--- config.mk ---
export PLATFORM = sky130hd
export DESIGN_NAME = bpe_unit
export DESIGN_NICKNAME = d
export VERILOG_FILES = /design/src/rtl/bpe_pkg.sv /design/src/rtl/bpe_parity_chk.sv /design/src/rtl/bpe_policy.sv /design/src/rtl/bpe_status.sv /design/src/rtl/bpe_unit.sv
export SDC_FILE = /design/constraint.sdc
export NUM_CORES = 1
export LEC_CHECK = 0
export ABC_AREA = 1
export BUFFER_PORTS_ARGS = -buffer_cell sky130_fd_sc_hd__buf_2
export CAP_MARGIN = 40
export CORE_MARGIN = 1
export CORE_UTILIZATION = 40
export CTS_BUF_LIST = sky130_fd_sc_hd__clkbuf_2 sky130_fd_sc_hd__clkbuf_4 sky130_fd_sc_hd__clkbuf_8
export DETAILED_ROUTE_END_ITERATION = 8
export HOLD_SLACK_MARGIN = 0.03
export SYNTH_ARGS = -nofsm -noshare
export SYNTH_HDL_FRONTEND = slang
export SYNTH_SLANG_ARGS = --single-unit
--- constraint.sdc ---
create_clock -name clk -period 2 [get_ports clk]
set_input_delay 0.4 -clock clk [delete_from_list [all_inputs] [get_ports clk]]
set_output_delay 0.4 -clock clk [all_outputs]
set_load 0.05 [all_outputs]
--- src/rtl/bpe_pkg.sv ---
package bpe_pkg;

    localparam int NSIDE    = 2;
    localparam int SIDE_PRI = 0;
    localparam int SIDE_SEC = 1;

    // per-phase qualifier flags carried alongside the bus sample
    localparam int FL_W   = 3;
    localparam int FL_CFG = 0;
    localparam int FL_RD  = 1;
    localparam int FL_REQ = 2;

    // sticky status layout
    localparam int ST_W        = 3;
    localparam int ST_PRI_DPE  = 0;
    localparam int ST_SIG_SERR = 1;
    localparam int ST_SEC_DPE  = 2;

    typedef struct packed {
        logic            addr_seen;
        logic            data_seen;
        logic            addr_err;
        logic            data_err;
        logic [FL_W-1:0] flags;
    } chk_res_t;

    typedef struct packed {
        logic p_perr_n;
        logic s_perr_n;
        logic p_serr_n;
    } pin_t;

endpackage

--- src/rtl/bpe_parity_chk.sv ---
module bpe_parity_chk
    import bpe_pkg::*;
#(
    parameter int AD_W  = 32,
    parameter int CBE_W = 4
) (
    input  logic             clk,
    input  logic             rst_n,
    input  logic             addr_vld,
    input  logic             data_vld,
    input  logic [AD_W-1:0]  ad,
    input  logic [CBE_W-1:0] cbe,
    input  logic             par,
    input  logic [FL_W-1:0]  flags,
    output chk_res_t         res
);

    localparam int SAMPLE_W = AD_W + CBE_W + 1;

    typedef struct packed {
        logic                addr;
        logic                data;
        logic [SAMPLE_W-1:0] bits;
        logic [FL_W-1:0]     flags;
    } cap_t;

    cap_t cap_d, cap_q;
    logic odd;

    always_comb begin
        cap_d       = cap_q;
        cap_d.addr  = addr_vld;
        cap_d.data  = data_vld;
        if (addr_vld || data_vld) begin
            cap_d.bits  = {ad, cbe, par};
            cap_d.flags = flags;
        end else begin
            cap_d.flags = '0;
        end
    end

    always_ff @(posedge clk or negedge rst_n) begin
        if (!rst_n) begin
            cap_q <= '0;
        end else begin
            cap_q <= cap_d;
        end
    end

    // even parity: the whole sample, parity included, has an even count of ones
    assign odd = ^cap_q.bits;

    always_comb begin
        res           = '0;
        res.addr_seen = cap_q.addr;
        res.data_seen = cap_q.data;
        res.addr_err  = cap_q.addr & odd;
        res.data_err  = cap_q.data & odd;
        res.flags     = cap_q.flags;
    end

endmodule

--- src/rtl/bpe_policy.sv ---
module bpe_policy
    import bpe_pkg::*;
(
    input  chk_res_t [NSIDE-1:0] res,
    input  logic                 cmd_per_en,
    input  logic                 cmd_serr_en,
    input  logic                 bctl_per_en,
    output logic [NSIDE-1:0]     perr,
    output logic [NSIDE-1:0]     claim,
    output logic [NSIDE-1:0]     cfg_ack,
    output logic                 serr,
    output logic [ST_W-1:0]      set_mask
);

    logic [NSIDE-1:0] resp_en;
    logic [NSIDE-1:0] serr_side;
    logic [NSIDE-1:0] fault;

    assign resp_en[SIDE_PRI] = cmd_per_en;
    assign resp_en[SIDE_SEC] = bctl_per_en;

    for (genvar s = 0; s < NSIDE; s++) begin : g_side
        always_comb begin
            fault[s]     = res[s].addr_err | res[s].data_err;
            perr[s]      = res[s].data_err & resp_en[s]
                         & (res[s].flags[FL_CFG] | res[s].flags[FL_RD]);
            claim[s]     = res[s].addr_seen & res[s].flags[FL_REQ]
                         & ~(res[s].addr_err & resp_en[s]);
            cfg_ack[s]   = res[s].data_seen & res[s].flags[FL_CFG];
            serr_side[s] = res[s].addr_err & resp_en[s] & cmd_serr_en;
        end
    end

    always_comb begin
        serr                  = |serr_side;
        set_mask              = '0;
        set_mask[ST_PRI_DPE]  = fault[SIDE_PRI];
        set_mask[ST_SEC_DPE]  = fault[SIDE_SEC];
        set_mask[ST_SIG_SERR] = serr;
    end

endmodule

--- src/rtl/bpe_status.sv ---
module bpe_status
    import bpe_pkg::*;
(
    input  logic            clk,
    input  logic            rst_n,
    input  logic [ST_W-1:0] set_mask,
    input  logic            wr_en,
    input  logic [ST_W-1:0] wr_data,
    output logic [ST_W-1:0] status
);

    logic [ST_W-1:0] st_d, st_q;
    logic [ST_W-1:0] clr;

    always_comb begin
        clr  = wr_en ? wr_data : '0;
        // a new event outranks a clear in the same clock
        st_d = (st_q & ~clr) | set_mask;
    end

    always_ff @(posedge clk or negedge rst_n) begin
        if (!rst_n) begin
            st_q <= '0;
        end else begin
            st_q <= st_d;
        end
    end

    assign status = st_q;

endmodule

--- src/rtl/bpe_unit.sv ---
module bpe_unit
    import bpe_pkg::*;
#(
    parameter int AD_W  = 32,
    parameter int CBE_W = 4
) (
    input  logic             clk,
    input  logic             rst_n,
    input  logic             pri_addr_vld,
    input  logic             pri_data_vld,
    input  logic [AD_W-1:0]  pri_ad,
    input  logic [CBE_W-1:0] pri_cbe,
    input  logic             pri_par,
    input  logic             pri_cfg_wr,
    input  logic             pri_rd_own,
    input  logic             sec_addr_vld,
    input  logic             sec_data_vld,
    input  logic [AD_W-1:0]  sec_ad,
    input  logic [CBE_W-1:0] sec_cbe,
    input  logic             sec_par,
    input  logic             sec_rd_own,
    input  logic             sec_claim_req,
    input  logic             cmd_per_en,
    input  logic             cmd_serr_en,
    input  logic             bctl_per_en,
    input  logic             stat_wr_en,
    input  logic [ST_W-1:0]  stat_wr_data,
    output logic             sec_claim,
    output logic             cfg_wr_ack,
    output logic             p_perr_n,
    output logic             s_perr_n,
    output logic             p_serr_n,
    output logic [ST_W-1:0]  status
);

    logic [NSIDE-1:0]            addr_vld_v;
    logic [NSIDE-1:0]            data_vld_v;
    logic [NSIDE-1:0][AD_W-1:0]  ad_v;
    logic [NSIDE-1:0][CBE_W-1:0] cbe_v;
    logic [NSIDE-1:0]            par_v;
    logic [NSIDE-1:0][FL_W-1:0]  flags_v;
    chk_res_t [NSIDE-1:0]        res_v;

    logic [NSIDE-1:0] perr_v;
    logic [NSIDE-1:0] claim_v;
    logic [NSIDE-1:0] cfg_ack_v;
    logic             serr_ev;
    logic [ST_W-1:0]  set_mask;

    pin_t pins_d, pins_q;

    // gather both sides into side-indexed vectors
    always_comb begin
        addr_vld_v[SIDE_PRI] = pri_addr_vld;
        data_vld_v[SIDE_PRI] = pri_data_vld;
        ad_v[SIDE_PRI]       = pri_ad;
        cbe_v[SIDE_PRI]      = pri_cbe;
        par_v[SIDE_PRI]      = pri_par;
        flags_v[SIDE_PRI]         = '0;
        flags_v[SIDE_PRI][FL_CFG] = pri_cfg_wr;
        flags_v[SIDE_PRI][FL_RD]  = pri_rd_own;

        addr_vld_v[SIDE_SEC] = sec_addr_vld;
        data_vld_v[SIDE_SEC] = sec_data_vld;
        ad_v[SIDE_SEC]       = sec_ad;
        cbe_v[SIDE_SEC]      = sec_cbe;
        par_v[SIDE_SEC]      = sec_par;
        flags_v[SIDE_SEC]         = '0;
        flags_v[SIDE_SEC][FL_RD]  = sec_rd_own;
        flags_v[SIDE_SEC][FL_REQ] = sec_claim_req;
    end

    for (genvar s = 0; s < NSIDE; s++) begin : g_chk
        bpe_parity_chk #(
            .AD_W  (AD_W),
            .CBE_W (CBE_W)
        ) chk_u (
            .clk      (clk),
            .rst_n    (rst_n),
            .addr_vld (addr_vld_v[s]),
            .data_vld (data_vld_v[s]),
            .ad       (ad_v[s]),
            .cbe      (cbe_v[s]),
            .par      (par_v[s]),
            .flags    (flags_v[s]),
            .res      (res_v[s])
        );
    end

    bpe_policy policy_u (
        .res         (res_v),
        .cmd_per_en  (cmd_per_en),
        .cmd_serr_en (cmd_serr_en),
        .bctl_per_en (bctl_per_en),
        .perr        (perr_v),
        .claim       (claim_v),
        .cfg_ack     (cfg_ack_v),
        .serr        (serr_ev),
        .set_mask    (set_mask)
    );

    bpe_status status_u (
        .clk      (clk),
        .rst_n    (rst_n),
        .set_mask (set_mask),
        .wr_en    (stat_wr_en),
        .wr_data  (stat_wr_data),
        .status   (status)
    );

    always_comb begin
        pins_d          = pins_q;
        pins_d.p_perr_n = ~perr_v[SIDE_PRI];
        pins_d.s_perr_n = ~perr_v[SIDE_SEC];
        pins_d.p_serr_n = ~serr_ev;
    end

    always_ff @(posedge clk or negedge rst_n) begin
        if (!rst_n) begin
            pins_q <= '1;
        end else begin
            pins_q <= pins_d;
        end
    end

    assign p_perr_n   = pins_q.p_perr_n;
    assign s_perr_n   = pins_q.s_perr_n;
    assign p_serr_n   = pins_q.p_serr_n;
    assign sec_claim  = claim_v[SIDE_SEC];
    assign cfg_wr_ack = cfg_ack_v[SIDE_PRI];

endmodule

==> impl_metrics.env, run 1 <==
export IMPL_status="finished, violations left"
export IMPL_violations="setup timing"
export IMPL_hold_viol=0
export IMPL_drv_cap=0
export IMPL_layout_setup_ws_ps=-478.7
export IMPL_num_vias=3689
export IMPL_wl_per_cell_um=11.55
export IMPL_dieWidth_um=109.2
export IMPL_clk_latency_ps=360
export IMPL_drtAntennaViolNets=0
export IMPL_grt_max_degree=56
export IMPL_setup_viol=1
export IMPL_die_area_sq_um=11930
export IMPL_cp_arrival_ps=2080
export IMPL_power_leakage_nw=2.984
export IMPL_first_global_vias=3586
export IMPL_crit_buf_inv=3
export IMPL_cp_common_cell="nand2_1"
export IMPL_drtPass1Iterations=4
export IMPL_cts_buffer_depth=2
export IMPL_cts_buffers=9
export IMPL_drive_above_1_share_pct=33.13
export IMPL_gp_congestion=0.7615
export IMPL_synth_edf_count=0
export IMPL_cp_end_kind="output port"
export IMPL_fp_coreArea_sq_um=11030
export IMPL_path_class="reg -> out"
export IMPL_synth_top_area_share_pct=46.26
export IMPL_syn_area_per_cell_sq_um=8.547
export IMPL_tns_ps=-478.7
export IMPL_fin_nets=750
export IMPL_syn_nets=629
export IMPL_dp_hpwl_um=7070
export IMPL_path_max_fanout=3
export IMPL_clk_pin_slew_worst_paths_ps=80
export IMPL_cellPowerDensity_nw_per_um2=827.0
export IMPL_drc=0
export IMPL_dpl_instance_area_sq_um=5435
export IMPL_cts_tree="done"
export IMPL_post_synth_instance_area_sq_um=4598
export IMPL_grt_ovfl_total=0
export IMPL_pin_count=99
export IMPL_dr_wl_met3_um=445
export IMPL_finClkSkew_ps=6.045
export IMPL_yosys_warnings=0
export IMPL_vdd_drop_max_mv=0.6243
export IMPL_hp_class="in -> reg"
export IMPL_antenna_found_initial=0
export IMPL_start_kind="flop"
export IMPL_yosys_register_bits=88
export IMPL_yosysMostFrequentCell="nand2_1"
export IMPL_fmax_mhz=403.4
export IMPL_min_period_over_period_pct=123.9
export IMPL_cts_sinks=88
export IMPL_path_delay_family="simple AND/OR/NAND/NOR gates"
export IMPL_worstMarginPinSlew_ps=399.0
export IMPL_crit_slowest_cell="dfrtp_1"
export IMPL_port_buffer_count=98
export IMPL_drt_initial_drc_count=122
export IMPL_rows=38
export IMPL_synth_common_cells="221 x nand2_1, 85 x dfrtp_1, 53 x mux2_2"
export IMPL_cp_cell_sequence="inv_1, nand2_1, nand2_1, nand2_1, nand2_1, nand2_1, nand2_1, nand2_2, nand2_1, nand2_1, nand2_1, nand2_1, nand2_2, nand3_2, nand3_2, clkinvlp_4, buf_6"
export IMPL_synth_flop_cell="dfrtp_1"
export IMPL_chipHeight_um=109.2
export IMPL_seq_area_frac_synth_pct=47.97
export IMPL_netlist_instances=538
export IMPL_top_layer="met4"
export IMPL_slew_headroom_pct=73.40
export IMPL_yosysUniqueCellTypes=22
export IMPL_synth_area_leaders="dfrtp_1 46%, nand2_1 18%, mux2_2 13%"
export IMPL_wl_met2_um=4703
export IMPL_cts_htree_levels=3
export IMPL_root_buffer="clkbuf_8"
export IMPL_area_growth_pct=24.24
export IMPL_grtUsageTotal_pct=17.21
export IMPL_grt_pass1_wl_um=15720
export IMPL_holdWs_ps=184.3
export IMPL_wl_met1_um=4053
export IMPL_stdcell_area_sq_um=5713
export IMPL_fillers=1043
export IMPL_async_reset_ff_share_pct=100.0
export IMPL_crit_required_ps=1600
export IMPL_report_final_slew_viol_count=0
export IMPL_min_period_ps=2479
export IMPL_synth_largest_area_cell="dfrtp_1"
export IMPL_wirelength_um=9297
export IMPL_initial_core_util_pct=41.69
export IMPL_post_place_ws_ps=-256.1
export IMPL_rsz0062_at_grt="true"
export IMPL_final_core_util_pct=51.79
export IMPL_vias_per_cell=4.583
export IMPL_slowest_delay_ps=400
==> kinds of logic after synthesis <==
logic type | count (synthesis) | share of synthesized area [%]
buffers and inverters | 51 | 4.299
flip-flops | 88 | 47.97
AO/OA/AOI/OAI | 24 | 2.694
AND/OR/NAND/NOR | 279 | 23.86
multiplexers | 53 | 12.98
XOR/XNOR | 43 | 8.190
==> what timing repair did <==
item                                    CTS  global route
hold endpoints to repair                 24             0
pin swaps                                 1             4
gates resized for setup                  18             8
buffers inserted                          0             0
endpoints found under the setup margin    1             1
hold buffers                              1             0
==> cells in the final DEF, fill, tap and decap left out, types with 13 or more instances in the layout <==
cell type,Yosys,final
nand2_1,221,210
buf_2,5,96
dfrtp_1,85,84
mux2_2,53,53
inv_1,42,35
nor2_1,32,30
xnor2_1,26,23
a21oi_1,21,21
buf_4,0,18
xor2_1,17,17
nand3_1,16,13
==> routing by layer <==
metal / track usage (%) / up-vias
met5: 0 / -
met4: 4.762 / 0
met2: 29.96 / 74
met3: 5.858 / 8
met1: 20.08 / 1679
li1: - / 1928
==> worst register-to-register path, cell delays in order (launching register included) <==
cell and delay [ps]:
dfrtp_1 400, inv_1 100, nand2_1 60, nand2_1 110, nand2_1 80, nand2_1 70
nand2_1 50, nand2_1 70, nand2_2 60, nand2_1 50, nand2_1 60, nand2_1 50
nand2_1 50, nand2_2 90, nand3_2 80, buf_4 140, nand2_1 50, nand2_1 50
==> worst paths after layout <==
| check | start | to | slack [ps] | depth (start not counted) |
|---|---|---|---|---|
| hold reg to reg | g_chk[1].chk_u.res[1]$_DFF_PN0_ | s_perr_n$_DFF_PN1_ | 440 | 1 |
| setup / recovery | g_chk[1].chk_u.cap_q[13]$_DFFE_PN0N_ | sec_claim | -480 | 17 |
| max in group asynchronous | rst_n | g_chk[1].chk_u.cap_q[6]$_DFFE_PN0N_ | 900 | 3 |
| setup reg to reg | g_chk[1].chk_u.cap_q[13]$_DFFE_PN0N_ | p_serr_n$_DFF_PN1_ | 300 | 17 |
| min in group asynchronous | rst_n | g_chk[0].chk_u.cap_q[24]$_DFFE_PN0N_ | 500 | 2 |
| hold / removal | sec_addr_vld | g_chk[1].chk_u.res[6]$_DFF_PN0_ | 180 | 1 |
==> report_power, final <==
part           internal (mW)  total [mW]  switching (mW)
registers               1.96        2.09           0.134
clock network          0.612        1.21           0.594
logic                  0.592        1.43           0.836
total                   3.16        4.72            1.56
==> per-stage QoR <==
stage | std cells | total power, mW
floorplan | 538 | 3.081
global route | 804 | 5.085
CTS | 804 | 4.788
global placement | 787 | 3.466
detailed placement | 787 | 3.521
finish | 805 | 4.725
==> flip-flops by register name, summed over array words and instances (netlist names) <==
register,flops
status_u.status,3
p_perr_n,1
g_chk.chk_u.cap_q,74
g_chk.chk_u.res,8
s_perr_n,1
p_serr_n,1
==> layout make-up <==
cell class                      count  area (sq um)  area share, %
Antenna cell                        1         2.502        0.04380
Multi-Input combinational cell    399          2275          39.82
Tap cell                          140         175.2          3.066
Sequential cell                    88          2207          38.63
Inverter                           42         161.4          2.825
Timing Repair Buffer              119         696.9          12.20
Clock buffer                       16         195.2          3.417
(Power assumes the default switching activity.)
==> run 2, diff against run 1 <==
--- a/config.mk
+++ b/config.mk
@@ -8,9 +8,11 @@
 export ABC_AREA = 1
 export BUFFER_PORTS_ARGS = -buffer_cell sky130_fd_sc_hd__buf_2
 export CAP_MARGIN = 40
+export CORE_ASPECT_RATIO = 0.6
 export CORE_MARGIN = 1
 export CORE_UTILIZATION = 40
 export CTS_BUF_LIST = sky130_fd_sc_hd__clkbuf_2 sky130_fd_sc_hd__clkbuf_4 sky130_fd_sc_hd__clkbuf_8
+export CTS_CLUSTER_DIAMETER = 100
 export DETAILED_ROUTE_END_ITERATION = 8
 export HOLD_SLACK_MARGIN = 0.03
 export SYNTH_ARGS = -nofsm -noshare
==> run 2 against run 1 <==
Compared with the run above: die area grew 0.12%; sequential power is essentially flat; register-to-register slack lost 160 ps; the flow still finishes with violations (setup timing); critical path depth is the same; utilization grew 1.4 points; largest power group unchanged; final cell count shrank 0.25%; global-route usage grew 0.67 points; largest cell class unchanged.
==> impl_metrics.env, run 2 (synthesized netlist as in run 1, its figures left out) <==
export IMPL_status="finished, violations left"
export IMPL_violations="setup timing"
export IMPL_power_mw=5.056
export IMPL_swShare_pct=32.43
export IMPL_worstMarginPinSlew_ps=464.3
export IMPL_drtPass1Iterations=4
export IMPL_wl_per_cell_um=12.32
export IMPL_grtUsageTotal_pct=17.88
export IMPL_stdcell_area_sq_um=5789
export IMPL_fin_nets=751
export IMPL_n_antenna_cell=0
export IMPL_register_area_sq_um=2206
export IMPL_grt_max_degree=45
export IMPL_wirelength_um=9894
export IMPL_cellPowerDensity_nw_per_um2=873.3
export IMPL_finClkSkew_ps=10.93
export IMPL_power_leakage_nw=3.010
export IMPL_min_period_ps=2535
export IMPL_clkPwrFrac_pct=29.5
export IMPL_tns_ps=-535.2
export IMPL_pwr_share_seq_pct=41.4
export IMPL_place_inst=786
export IMPL_slowest_delay_ps=440
export IMPL_gp_congestion=0.8367
export IMPL_drive_above_1_share_pct=33.43
export IMPL_grt_ovfl_total=0
export IMPL_start_kind="flop"
export IMPL_holdWs_ps=194.2
export IMPL_dp_hpwl_um=7624
export IMPL_cts_tree="done"
export IMPL_final_core_util_pct=53.18
export IMPL_dieWidth_um=140.4
export IMPL_grt_pass1_wl_um=16620
export IMPL_cts_buffers=9
export IMPL_cp_common_cell="nand2_2"
export IMPL_port_buffer_count=98
export IMPL_area_growth_pct=25.90
export IMPL_p_sw_mw=1.640
export IMPL_root_buffer="clkbuf_8"
export IMPL_hold_viol=0
export IMPL_layout_cells_most_common_list="206 x nand2_1, 96 x buf_2, 85 x dfrtp_1"
export IMPL_drt_initial_drc_count=153
export IMPL_layout_setup_ws_ps=-535.2
export IMPL_initial_core_util_pct=42.24
export IMPL_final_common_cell="nand2_1"
export IMPL_path_delay_family="simple AND/OR/NAND/NOR gates"
export IMPL_drc=0
export IMPL_cp_end_kind="output port"
export IMPL_vias_per_cell=4.644
export IMPL_top_register="g_chk.chk_u.cap_q"
export IMPL_drv_cap=0
export IMPL_cts_buffer_depth=2
export IMPL_cp_cell_sequence="nand2_1, inv_2, nor2_4, nand2_2, nand2_2, nand2_1, nand2_1, nand2_2, nand2_2, nand2_2, nand2_1, nand2_1, nand2_2, nand3_2, nand3_2, clkinvlp_4, buf_8"
export IMPL_fp_coreArea_sq_um=10890
export IMPL_antenna_found_initial=1
export IMPL_hp_class="in -> reg"
export IMPL_min_period_over_period_pct=126.8
export IMPL_internal_power_mw=3.416
export IMPL_crit_slowest_cell="dfrtp_1"
export IMPL_rows=29
export IMPL_largest_reg_flops=74
export IMPL_report_final_slew_viol_count=0
export IMPL_clk_pin_slew_worst_paths_ps=90
export IMPL_num_vias=3729
export IMPL_rsz0062_at_grt="true"
export IMPL_cts_sinks=88
export IMPL_first_global_vias=3647
export IMPL_p_comb_share_pct=29.1
export IMPL_die_area_sq_um=11940
export IMPL_path_max_fanout=4
export IMPL_multi_input_area_sq_um=2297
export IMPL_vdd_drop_max_mv=0.3034
export IMPL_setup_viol=1
export IMPL_fillers=1006
export IMPL_slew_headroom_pct=69.05
export IMPL_dpl_instance_area_sq_um=5434
export IMPL_drtAntennaViolNets=0
export IMPL_crit_required_ps=1600
export IMPL_crit_buf_inv=3
export IMPL_chipHeight_um=85.05
export IMPL_pin_count=99
export IMPL_final_cell_count_no_fill=803
export IMPL_cp_arrival_ps=2140
export IMPL_path_class="reg -> out"
export IMPL_fmax_mhz=394.4
export IMPL_post_place_ws_ps=-195.8
export IMPL_clk_latency_ps=360
export IMPL_cts_htree_levels=3
run 2: routing by layer:
metal  global-route usage [%]  wire length (um)  part of all wire [%]
met1                    24.66              5007                    51
met2                    27.18              4235                    43
met3                    5.474               536                   5.4
met4                    5.195               100                   1.0
met5                        0                13                  0.13
run 2: worst paths after layout:
path	start	end	slack, ps	cells after the start
setup / recovery	g_chk[1].chk_u.cap_q[6]$_DFFE_PN0N_	sec_claim	-540	17
hold / removal	sec_addr_vld	g_chk[1].chk_u.res[6]$_DFF_PN0_	190	1
setup reg to reg	g_chk[1].chk_u.cap_q[6]$_DFFE_PN0N_	p_serr_n$_DFF_PN1_	140	18
hold reg to reg	g_chk[1].chk_u.res[1]$_DFF_PN0_	s_perr_n$_DFF_PN1_	430	1
max in group asynchronous	rst_n	g_chk[1].chk_u.cap_q[11]$_DFFE_PN0N_	920	3
min in group asynchronous	rst_n	g_chk[1].chk_u.cap_q[30]$_DFFE_PN0N_	520	2
run 2: power by group through the flow:
| stage | clock network, mW | registers [mW] | logic (mW) |
|---|---|---|---|
| 3_5_place_dp | 0 | 2.13 | 1.41 |
| 2_1_floorplan | 0 | 2.23 | 0.847 |
| 4_1_cts | 1.54 | 2.09 | 1.45 |
| 6_report | 1.49 | 2.09 | 1.47 |
| 3_3_place_gp | 0 | 2.11 | 1.37 |
| 5_1_grt | 1.59 | 2.12 | 1.66 |
run 2: what timing repair did:
action,4_1_cts,5_1_grt
pin swaps,4,12
endpoints found under the setup margin,1,1
resized for setup,15,15
endpoints found under the hold margin,28,0
hold buffers,1,0
setup buffers,0,1
run 2: area by class of cell:
cell class / count / share of cell area [%]
inverters: 42 / 2.788
multi-input cells: 399 / 39.68
clock inverters: 5 / 1.815
repair buffers: 120 / 12.23
clock buffers: 10 / 2.377
flip-flops and latches: 88 / 38.10
well taps: 139 / 3.004
==> run 3, diff against run 2 <==
--- a/config.mk
+++ b/config.mk
@@ -7,7 +7,6 @@
 export LEC_CHECK = 0
 export ABC_AREA = 1
 export BUFFER_PORTS_ARGS = -buffer_cell sky130_fd_sc_hd__buf_2
-export CAP_MARGIN = 40
 export CORE_ASPECT_RATIO = 0.6
 export CORE_MARGIN = 1
 export CORE_UTILIZATION = 40
@@ -15,6 +14,7 @@
 export CTS_CLUSTER_DIAMETER = 100
 export DETAILED_ROUTE_END_ITERATION = 8
 export HOLD_SLACK_MARGIN = 0.03
+export PLACE_DENSITY_LB_ADDON = 0.12
 export SYNTH_ARGS = -nofsm -noshare
 export SYNTH_HDL_FRONTEND = slang
 export SYNTH_SLANG_ARGS = --single-unit
==> run 3 against run 2 <==
Compared with the run above: the flow still finishes with violations (setup timing); sequential power barely moved; clock power fell by 12%; clock-buffer cell count rose by 1; final cell count fell by 0.12%; hold slack got worse by 160 ps; sequential cell count did not move; utilization fell by 0.64 points; cell area fell by 1.2%; combinational power barely moved; wire length fell by 0.13%; fmax rose by 2.2%; clock skew fell by 2.0 ps; largest power group unchanged.
==> impl_metrics.env, run 3 (synthesized netlist as in run 1, its figures left out) <==
export IMPL_n_antenna_cell=0
export IMPL_path_max_fanout=3
export IMPL_cp_arrival_ps=2080
export IMPL_cts_sinks=88
export IMPL_cts_buffer_depth=2
export IMPL_finClkSkew_ps=8.902
export IMPL_postCtsHoldBufs=0
export IMPL_violations="setup timing"
export IMPL_holdWs_ps=38.88
export IMPL_num_vias=3798
export IMPL_power_leakage_nw=2.976
export IMPL_final_core_util_pct=52.54
export IMPL_top_register="g_chk.chk_u.cap_q"
export IMPL_cts_htree_levels=3
export IMPL_min_period_ps=2481
export IMPL_chipHeight_um=85.05
export IMPL_die_area_sq_um=11940
export IMPL_port_buffer_count=98
export IMPL_antenna_found_initial=1
export IMPL_slew_headroom_pct=66.48
export IMPL_cp_cell_sequence="inv_2, nand2_1, nand2_2, nand2_1, nand2_1, nand2_1, nand2_1, nand2_1, nand2_1, nand2_1, nand2_1, nand2_1, nand2_2, nand3_2, nand3_4, clkinvlp_4, buf_6"
export IMPL_wirelength_um=9881
export IMPL_layout_cells_most_common_list="208 x nand2_1, 96 x buf_2, 85 x dfrtp_1"
export IMPL_reg2reg_from="g_chk[0].chk_u.cap_q[14]$_DFFE_PN0N_"
export IMPL_fp_coreArea_sq_um=10890
export IMPL_drv_cap=0
export IMPL_drtAntennaViolNets=0
export IMPL_first_global_vias=3753
export IMPL_drc=0
export IMPL_dp_hpwl_um=7456
export IMPL_layout_setup_ws_ps=-480.9
export IMPL_reg2reg_depth=14
export IMPL_fmax_mhz=403.1
export IMPL_r2r_end="status_u.status[0]$_DFF_PN0_"
export IMPL_crit_slowest_cell="dfrtp_1"
export IMPL_initial_core_util_pct=42.24
export IMPL_gp_congestion=0.8092
export IMPL_area_growth_pct=24.38
export IMPL_vias_per_cell=4.736
export IMPL_r2r_slack_ps=260
export IMPL_root_buffer="clkbuf_8"
export IMPL_final_cell_count_no_fill=802
export IMPL_cellPowerDensity_nw_per_um2=850.6
export IMPL_report_final_slew_viol_count=0
export IMPL_min_period_over_period_pct=124.0
export IMPL_drive_above_1_share_pct=33.63
export IMPL_dieWidth_um=140.4
export IMPL_path_class="reg -> out"
export IMPL_clk_pin_slew_worst_paths_ps=90
export IMPL_wl_per_cell_um=12.32
export IMPL_cp_common_cell="nand2_1"
export IMPL_pin_count=99
export IMPL_cp_end_kind="output port"
export IMPL_grt_ovfl_total=0
export IMPL_slowest_delay_ps=420
export IMPL_grtUsageTotal_pct=17.73
export IMPL_hold_viol=0
export IMPL_final_common_cell="nand2_1"
export IMPL_grt_max_degree=89
export IMPL_path_delay_family="simple AND/OR/NAND/NOR gates"
export IMPL_grt_pass1_wl_um=16680
export IMPL_worstMarginPinSlew_ps=502.9
export IMPL_drt_initial_drc_count=129
export IMPL_place_inst=785
export IMPL_crit_buf_inv=3
export IMPL_hp_class="in -> async"
export IMPL_rows=29
export IMPL_cts_tree="done"
export IMPL_drtPass1Iterations=4
export IMPL_cts_buffers=9
export IMPL_vdd_drop_max_mv=0.3873
export IMPL_setup_viol=1
export IMPL_fin_nets=749
export IMPL_start_kind="flop"
export IMPL_largest_reg_flops=74
export IMPL_clk_latency_ps=360
export IMPL_rsz0062_at_grt="true"
export IMPL_crit_required_ps=1600
export IMPL_status="finished, violations left"
## run 3: how the worst max path moves through the flow
| stage | from | end | depth (start not counted) |
|---|---|---|---|
| 6_report | g_chk[1].chk_u.cap_q[14]$_DFFE_PN0N_ | sec_claim | 17 |
| 5_1_grt | g_chk[1].chk_u.cap_q[5]$_DFFE_PN0N_ | sec_claim | 17 |
| 4_1_cts | g_chk[1].chk_u.cap_q[6]$_DFFE_PN0N_ | sec_claim | 17 |
| 3_5_place_dp | g_chk[1].chk_u.cap_q[13]$_DFFE_PN0N_ | sec_claim | 16 |
| 3_3_place_gp | g_chk[1].chk_u.cap_q[16]$_DFFE_PN0N_ | sec_claim | 18 |
| 2_1_floorplan | g_chk[1].chk_u.cap_q[11]$_DFFE_PN0N_ | sec_claim | 16 |
## run 3: stage by stage
step / TNS (ps) / setup WS, ps / area (sq um) / total power, mW
finish: -480.9 / -480.9 / 5719 / 4.865
global route: -651.3 / -651.3 / 5719 / 5.202
CTS: -489.2 / -489.2 / 5672 / 4.889
detailed placement: -206.1 / -206.1 / 5414 / 3.540
global placement: -153.3 / -153.3 / 5414 / 3.479
floorplan: 0 / 19.74 / 4607 / 3.081
## run 3: power breakdown
| part | total [mW] | switching [mW] | internal, mW | leakage [nW] |
|---|---|---|---|---|
| clock network | 1.31 | 0.655 | 0.655 | 0.103 |
| registers | 2.10 | 0.146 | 1.96 | 1.02 |
| logic | 1.45 | 0.863 | 0.589 | 1.86 |
## run 3: routing by layer
layer	share of wire, %	wire, um	up-vias	global-route usage [%]
li1	-	-	1940	-
met1	49	4828	1761	23.54
met2	44	4393	83	28.18
met3	5.5	544	12	5.474
met4	1.1	105	2	4.795
met5	0.10	10	-	0
## run 3: layout make-up
cell class,instances,area (sq um)
flip-flops and latches,88,2206
multi-input cells,399,2290
clock inverters,5,62.56
repair buffers,118,674.4
clock buffers,11,151.4
inverters,42,161.4
fillers,1027,5166
well taps,139,173.9
## run 3: what timing repair did
item / 4_1_cts / 5_1_grt
gates resized for setup: 16 / 14
buffers inserted: 0 / 1
endpoints found under the setup margin: 1 / 1
pin swaps: 1 / 5
